File: config.mk
export PLATFORM = sky130hd
export DESIGN_NAME = dcb_word_encoder
export DESIGN_NICKNAME = d
export VERILOG_FILES = /design/src/rtl/dcb_pkg.sv /design/src/rtl/dcb_ones_count.sv /design/src/rtl/dcb_inv_decide.sv /design/src/rtl/dcb_sum_reg.sv /design/src/rtl/dcb_word_encoder.sv
export SDC_FILE = /design/constraint.sdc
export NUM_CORES = 1
export LEC_CHECK = 0
export ABC_AREA = 1
export BUFFER_PORTS_ARGS = -buffer_cell sky130_fd_sc_hd__buf_2
export CAP_MARGIN = 20
export CORE_UTILIZATION = 56
export DETAILED_ROUTE_END_ITERATION = 10
export HOLD_SLACK_MARGIN = 0.05
export PLACE_DENSITY = 0.85
export SETUP_SLACK_MARGIN = 0.4
export SYNTH_ARGS = -nofsm -noshare
export SYNTH_HDL_FRONTEND = slang
export SYNTH_SLANG_ARGS = --single-unit
File: constraint.sdc
create_clock -name clk -period 3.1 [get_ports clk]
set_clock_uncertainty 0.05 [all_clocks]
set_input_delay 0.465 -clock clk [delete_from_list [all_inputs] [get_ports clk]]
set_output_delay 0.465 -clock clk [all_outputs]
set_load 0.02 [all_outputs]
File: src/rtl/dcb_pkg.sv
package dcb_pkg;

   // Flag pair carried in the two most significant symbol bits
   typedef enum logic [1:0] {
      FLAG_NONE  = 2'b00,
      FLAG_PLAIN = 2'b01,
      FLAG_INV   = 2'b10,
      FLAG_BOTH  = 2'b11
   } dcb_flag_e;

endpackage

File: src/rtl/dcb_ones_count.sv
module dcb_ones_count #(
   parameter int VEC_W = 7,
   localparam int CNT_W = $clog2(VEC_W + 1)
) (
   input  logic [VEC_W-1:0] vec,
   output logic [CNT_W-1:0] cnt
);

   always_comb begin
      cnt = '0;
      for (int i = 0; i < VEC_W; i++) begin
         cnt = cnt + CNT_W'(vec[i]);
      end
   end

endmodule

File: src/rtl/dcb_inv_decide.sv
module dcb_inv_decide #(
   parameter int WORD_W = 7,
   parameter int SUM_W  = 6
) (
   input  logic                    [WORD_W-1:0] word,
   input  logic signed             [SUM_W-1:0]  cur_sum,
   output logic                                 invert,
   output logic signed             [SUM_W-1:0]  sent_disp
);

   localparam int CNT_W = $clog2(WORD_W + 1);
   localparam logic signed [SUM_W-1:0] WORD_S = SUM_W'(WORD_W);

   logic [CNT_W-1:0]        ones;
   logic signed [SUM_W-1:0] word_disp;
   logic                    disp_pos;
   logic                    sum_pos;
   logic                    sum_neg;

   dcb_ones_count #(.VEC_W(WORD_W)) u_cnt (
      .vec (word),
      .cnt (ones)
   );

   always_comb begin
      // disparity = 2*ones - width; never zero for an odd width
      word_disp = $signed({{(SUM_W - CNT_W - 1){1'b0}}, ones, 1'b0}) - WORD_S;
      disp_pos  = ~word_disp[SUM_W-1];
      sum_neg   = cur_sum[SUM_W-1];
      sum_pos   = ~cur_sum[SUM_W-1] && (cur_sum != '0);
      invert    = (sum_pos && disp_pos) || (sum_neg && !disp_pos);
      sent_disp = invert ? -word_disp : word_disp;
   end

endmodule

File: src/rtl/dcb_sum_reg.sv
module dcb_sum_reg #(
   parameter int SUM_W = 6
) (
   input  logic                    clk,
   input  logic                    rst_n,
   input  logic                    clear,
   input  logic                    upd,
   input  logic signed [SUM_W-1:0] delta,
   output logic signed [SUM_W-1:0] sum
);

   always_ff @(posedge clk or negedge rst_n) begin
      if (!rst_n) begin
         sum <= '0;
      end else if (clear) begin
         sum <= '0;
      end else if (upd) begin
         sum <= sum + delta;
      end
   end

endmodule

File: src/rtl/dcb_word_encoder.sv
module dcb_word_encoder #(
   parameter int WORD_W  = 7,
   parameter int SUM_W   = 6,
   parameter bit OUT_REG = 1'b1
) (
   input  logic                     clk,
   input  logic                     rst_n,
   input  logic                     bal_en,
   input  logic                     in_vld,
   input  logic [WORD_W-1:0]        in_word,
   output logic                     out_vld,
   output logic                     out_coded,
   output logic [WORD_W+1:0]        out_sym,
   output logic signed [SUM_W-1:0]  run_sum
);

   import dcb_pkg::*;

   localparam int SYM_W = WORD_W + 2;
   localparam int CNT_W = $clog2(WORD_W + 1);

   // elaboration-time parameter checks
   if (WORD_W % 2 == 0) begin : g_bad_width
      $error("dcb_word_encoder: WORD_W must be odd so disparity is never zero");
   end
   if (WORD_W < 3) begin : g_bad_small
      $error("dcb_word_encoder: WORD_W must be at least 3");
   end
   if (SUM_W < CNT_W + 2) begin : g_bad_sum
      $error("dcb_word_encoder: SUM_W too narrow for the boundary sum range");
   end

   logic                    inv;
   logic signed [SUM_W-1:0] delta;
   logic [SYM_W-1:0]        sym_nxt;
   dcb_flag_e               flag_nxt;

   dcb_inv_decide #(.WORD_W(WORD_W), .SUM_W(SUM_W)) u_decide (
      .word      (in_word),
      .cur_sum   (run_sum),
      .invert    (inv),
      .sent_disp (delta)
   );

   dcb_sum_reg #(.SUM_W(SUM_W)) u_sum (
      .clk   (clk),
      .rst_n (rst_n),
      .clear (~bal_en),
      .upd   (in_vld & bal_en),
      .delta (delta),
      .sum   (run_sum)
   );

   always_comb begin
      flag_nxt = inv ? FLAG_INV : FLAG_PLAIN;
      if (bal_en) begin
         sym_nxt = {flag_nxt, (inv ? ~in_word : in_word)};
      end else begin
         sym_nxt = {FLAG_NONE, in_word};
      end
   end

   if (OUT_REG) begin : g_out_reg
      always_ff @(posedge clk or negedge rst_n) begin
         if (!rst_n) begin
            out_vld   <= 1'b0;
            out_coded <= 1'b0;
            out_sym   <= '0;
         end else begin
            out_vld <= in_vld;
            if (in_vld) begin
               out_coded <= bal_en;
               out_sym   <= sym_nxt;
            end
         end
      end
   end else begin : g_out_comb
      always_comb begin
         out_vld   = in_vld;
         out_coded = bal_en;
         out_sym   = sym_nxt;
      end
   end

endmodule

==> impl_metrics.csv <==
group,metric,value,unit
critical_path,r2r-end,"u_sum.sum[5]",
synth,syn_area,1132,um^2
die,boundaryPins,28,
critical_path,cp-start-kind,"primary input",
cells_and_area,fin_nets,197,
die,fp.dieArea,2206,um^2
timing,hold_violations,0,
power,power_frac_seq,23.6,%
synth,ys_seq_elements,17,
clock_tree,cts_buffer_depth,2,
cells_and_area,fill_cells,116,
critical_path,path_class,"in -> reg",
synth,synth_fa_ha_area_share,12.15,%
grt,grt_max_degree,18,
critical_path,critical_path.cell_chain,"buf_6 > fa_1 > inv_1 > fa_1 > fa_2 > fa_2 > nor2_2 > nand2_2 > nand2_4 > xnor2_4 > inv_2 > fa_2 > inv_2 > nand2_2 > nand2_2 > a21oi_2 > inv_1 > nand3_1 > nand3_1 > nand2_1",
critical_path,critPathCaptureType,"register",
min_path,holdCritStartpoint,"in_vld",
grt,grt.busiest_layer,"met2",
cells_and_area,fin_area,1471,um^2
synth,synthMuxAreaShare,0,%
drt,first_pass_iters,7,
clock_tree,cts_tree,"yes",
die,die_x,46.97,um
power,p_sw,0.7129,mW
grt,grt_use_total,28.37,%
timing,tightest_slew,0.3892,ns
placement,place_inst,192,
power,internal-power,0.7685,mW
cells_and_area,final_cell_mix,"nand2_1, buf_2, inv_1, dfrtp_1, nand3_1",
timing,setup_ws,-0.3592,ns
cells_and_area,syn_to_final_growth,29.94,%
drt,vias_per_cell,5.347,
timing,holdWs,0.3466,ns
synth,syn_avg_cell_area,8.326,um^2
cells_and_area,layoutNonFillerInstCount,202,
die,initial_core_util,62.85,%
placement,dp_hpwl,1760,um
power,leakagePower,0.7951,nW
drt,drc_errors,0,
placement,post_dp_cell_area,1333,um^2
critical_path,required,3.25,ns
synth,synth_compound_area_share,7.735,%
timing,slew_viol_final,0,
placement,portBuffers,27,
timing,relSlewSlack,74.05,%
power,pwr-share-clk,8.3,%
synth,synth_top_family_by_area,"simple AND/OR/NAND/NOR gates",
power,switching_share,48.12,%
cells_and_area,diodes,0,
synth,synth_cell_type_count,23,
timing,max_freq,289.1,MHz
synth,yosys.area_share.xor_xnor,3.204,%
run_status,status,"complete, but fails checks",
synth,yosysSeqAreaShare,37.57,%
die,die_h,46.97,um
run,cap_violations,0,
grt,use_met3,4.615,%
clock_tree,cts_max_level,1,
min_path,hold_path.class,"in -> reg",
cells_and_area,regArea,425.4,um^2
critical_path,r2r_setup_slack,0.96,ns
timing,period_minus_slack,3.459,ns
timing,setup_viol,5,
power,ir_worst_vdd,0.0007265,V
clock_tree,root_buffer,"clkbuf_4",
synth,syn_inst,136,
critical_path,worstPathArrival,3.61,ns
cells_and_area,layout_commonest_cell,"nand2_1",
timing,finalCritPeriodShare,111.6,%
drt,antenna_left,0,
die,fp-row-count,15,
critical_path,path_max_fanout,3,
synth,synth-warning-count,0,
min_path,hold_end,"out_vld",
synth,syn-num-nets,155,
critical_path,max_stage_delay,0.52,ns
timing,final.setup.tns,-1.417,ns
clock_tree,clock_latency,0.29,ns
run_status,violations,"negative setup slack",
synth,synthSimpleGateAreaFrac,29.06,%
cells_and_area,multi_input_area,655.6,um^2
min_path,hold_path_depth,1,
die,core_area,1802,um^2
power,comb_power_share,68.0,%
grt,grt_use_met2,48.89,%
drt,routed_wl,2805,um
clock_tree,clkSinkCount,17,
grt,grt_util_met1,36.08,%
placement,gp_congestion,0.8179,
drt,wl_per_cell,13.89,um
timing,rsz0062_at_grt,"yes",
clock_tree,clkTransAtPathRegs,0.11,ns
critical_path,slowest_stage,"fa_1",
clock_tree,cts_buffers,3,
power,powerDensity,1007,nW/um^2
cells_and_area,drive_above_1_share,42.94,%
critical_path,r2r_start,"u_sum.sum[1]",
grt,grt_pass1_wl,4374,um
cells_and_area,post-route-util,81.67,%
critical_path,worst-r2r-cell-count,13,
drt,drtIter0Drc,33,
grt,antenna_found_initial,0,
grt,grt_pass1_vias,1000,
drt,vias,1080,
grt,grt-ovfl-total,0,
==> per-layer routing <==
| layer | part of all wire [%] | vias up | wire length, um |
|---|---|---|---|
| met3 | 6.1 | 14 | 172 |
| li1 | - | 509 | - |
| met1 | 41 | 504 | 1152 |
| met5 | 0 | - | 0 |
| met4 | 3.3 | 0 | 92 |
| met2 | 49 | 53 | 1388 |
==> state kept, by name (all words and copies together) (netlist names) <==
name,flops
out_coded,1
out_sym,9
out_vld,1
u_sum.sum,6
==> critical path: cells and delay by family <==
kind	cells	cell delay, ns
buf+inv	5	0.32
xor+xnor	1	0.13
compound gates	1	0.05
simple gates	8	0.61
fa+ha+maj	5	2.03
==> cells by family (layout without fill, tap and decap cells) <==
| kind of cell | Yosys count | after routing |
|---|---|---|
| flip-flops | 17 | 17 |
| AND/OR/NAND/NOR | 70 | 70 |
| AO/OA/AOI/OAI | 15 | 15 |
| adder cells (fa/ha/maj) | 8 | 8 |
| buffers and inverters | 24 | 65 |
| XOR/XNOR | 2 | 2 |
==> power by group through the flow <==
stage          sequential, mW  combinational (mW)  clock [mW]
6_report                0.350                1.01       0.123
4_1_cts                 0.342               0.903       0.123
5_1_grt                 0.360                1.10       0.137
3_3_place_gp            0.342               0.766           0
2_1_floorplan           0.422               0.546           0
3_5_place_dp            0.345               0.794           0
==> area by class of cell <==
| cell class | instances | share of cell area, % |
|---|---|---|
| multi-input combinational | 95 | 44.56 |
| tap | 25 | 2.126 |
| timing repair buffer | 41 | 17.43 |
| clock buffer | 3 | 1.531 |
| sequential | 17 | 28.91 |
| clock inverter | 1 | 0.3401 |
| inverter | 20 | 5.102 |
==> worst max path at each step <==
stage                from           end  slack, ns
2_1_floorplan  in_word[0]  u_sum.sum[4]      -0.55
3_3_place_gp   in_word[0]  u_sum.sum[5]      -0.62
3_5_place_dp   in_word[0]  u_sum.sum[4]      -0.71
4_1_cts        in_word[0]  u_sum.sum[5]      -0.35
5_1_grt        in_word[0]  u_sum.sum[4]      -0.47
6_report       in_word[0]  u_sum.sum[4]      -0.36
==> cells in the mapped netlist (all sizes together) <==
library cell,instances,share of area (%)
a21oi,5,3.2
buf,4,3.6
dfrtp,17,38
fa,5,8.8
ha,3,3.3
inv,20,6.6
nand2,45,16
nand3,19,11
nand4,1,0.55
nor2,5,2.1
o21ai,9,4.0
o22ai,1,0.55
xnor2,2,3.2
==> through the flow <==
step                      total power, mW  setup WS, ns
after floorplan                    0.9687       -0.5502
after global placement              1.108       -0.6237
after detailed placement            1.139       -0.7129
after CTS                           1.368       -0.3490
after global routing                1.594       -0.4731
final                               1.481       -0.3592
==> what timing repair did <==
action                                  CTS  global route
buffers inserted                          4             1
hold buffers                              1             0
endpoints found under the setup margin   14            14
hold endpoints to repair                 17             0
pin swaps                                 5             1
gates resized for setup                  10             6
Power figures use the tool's default switching activity.
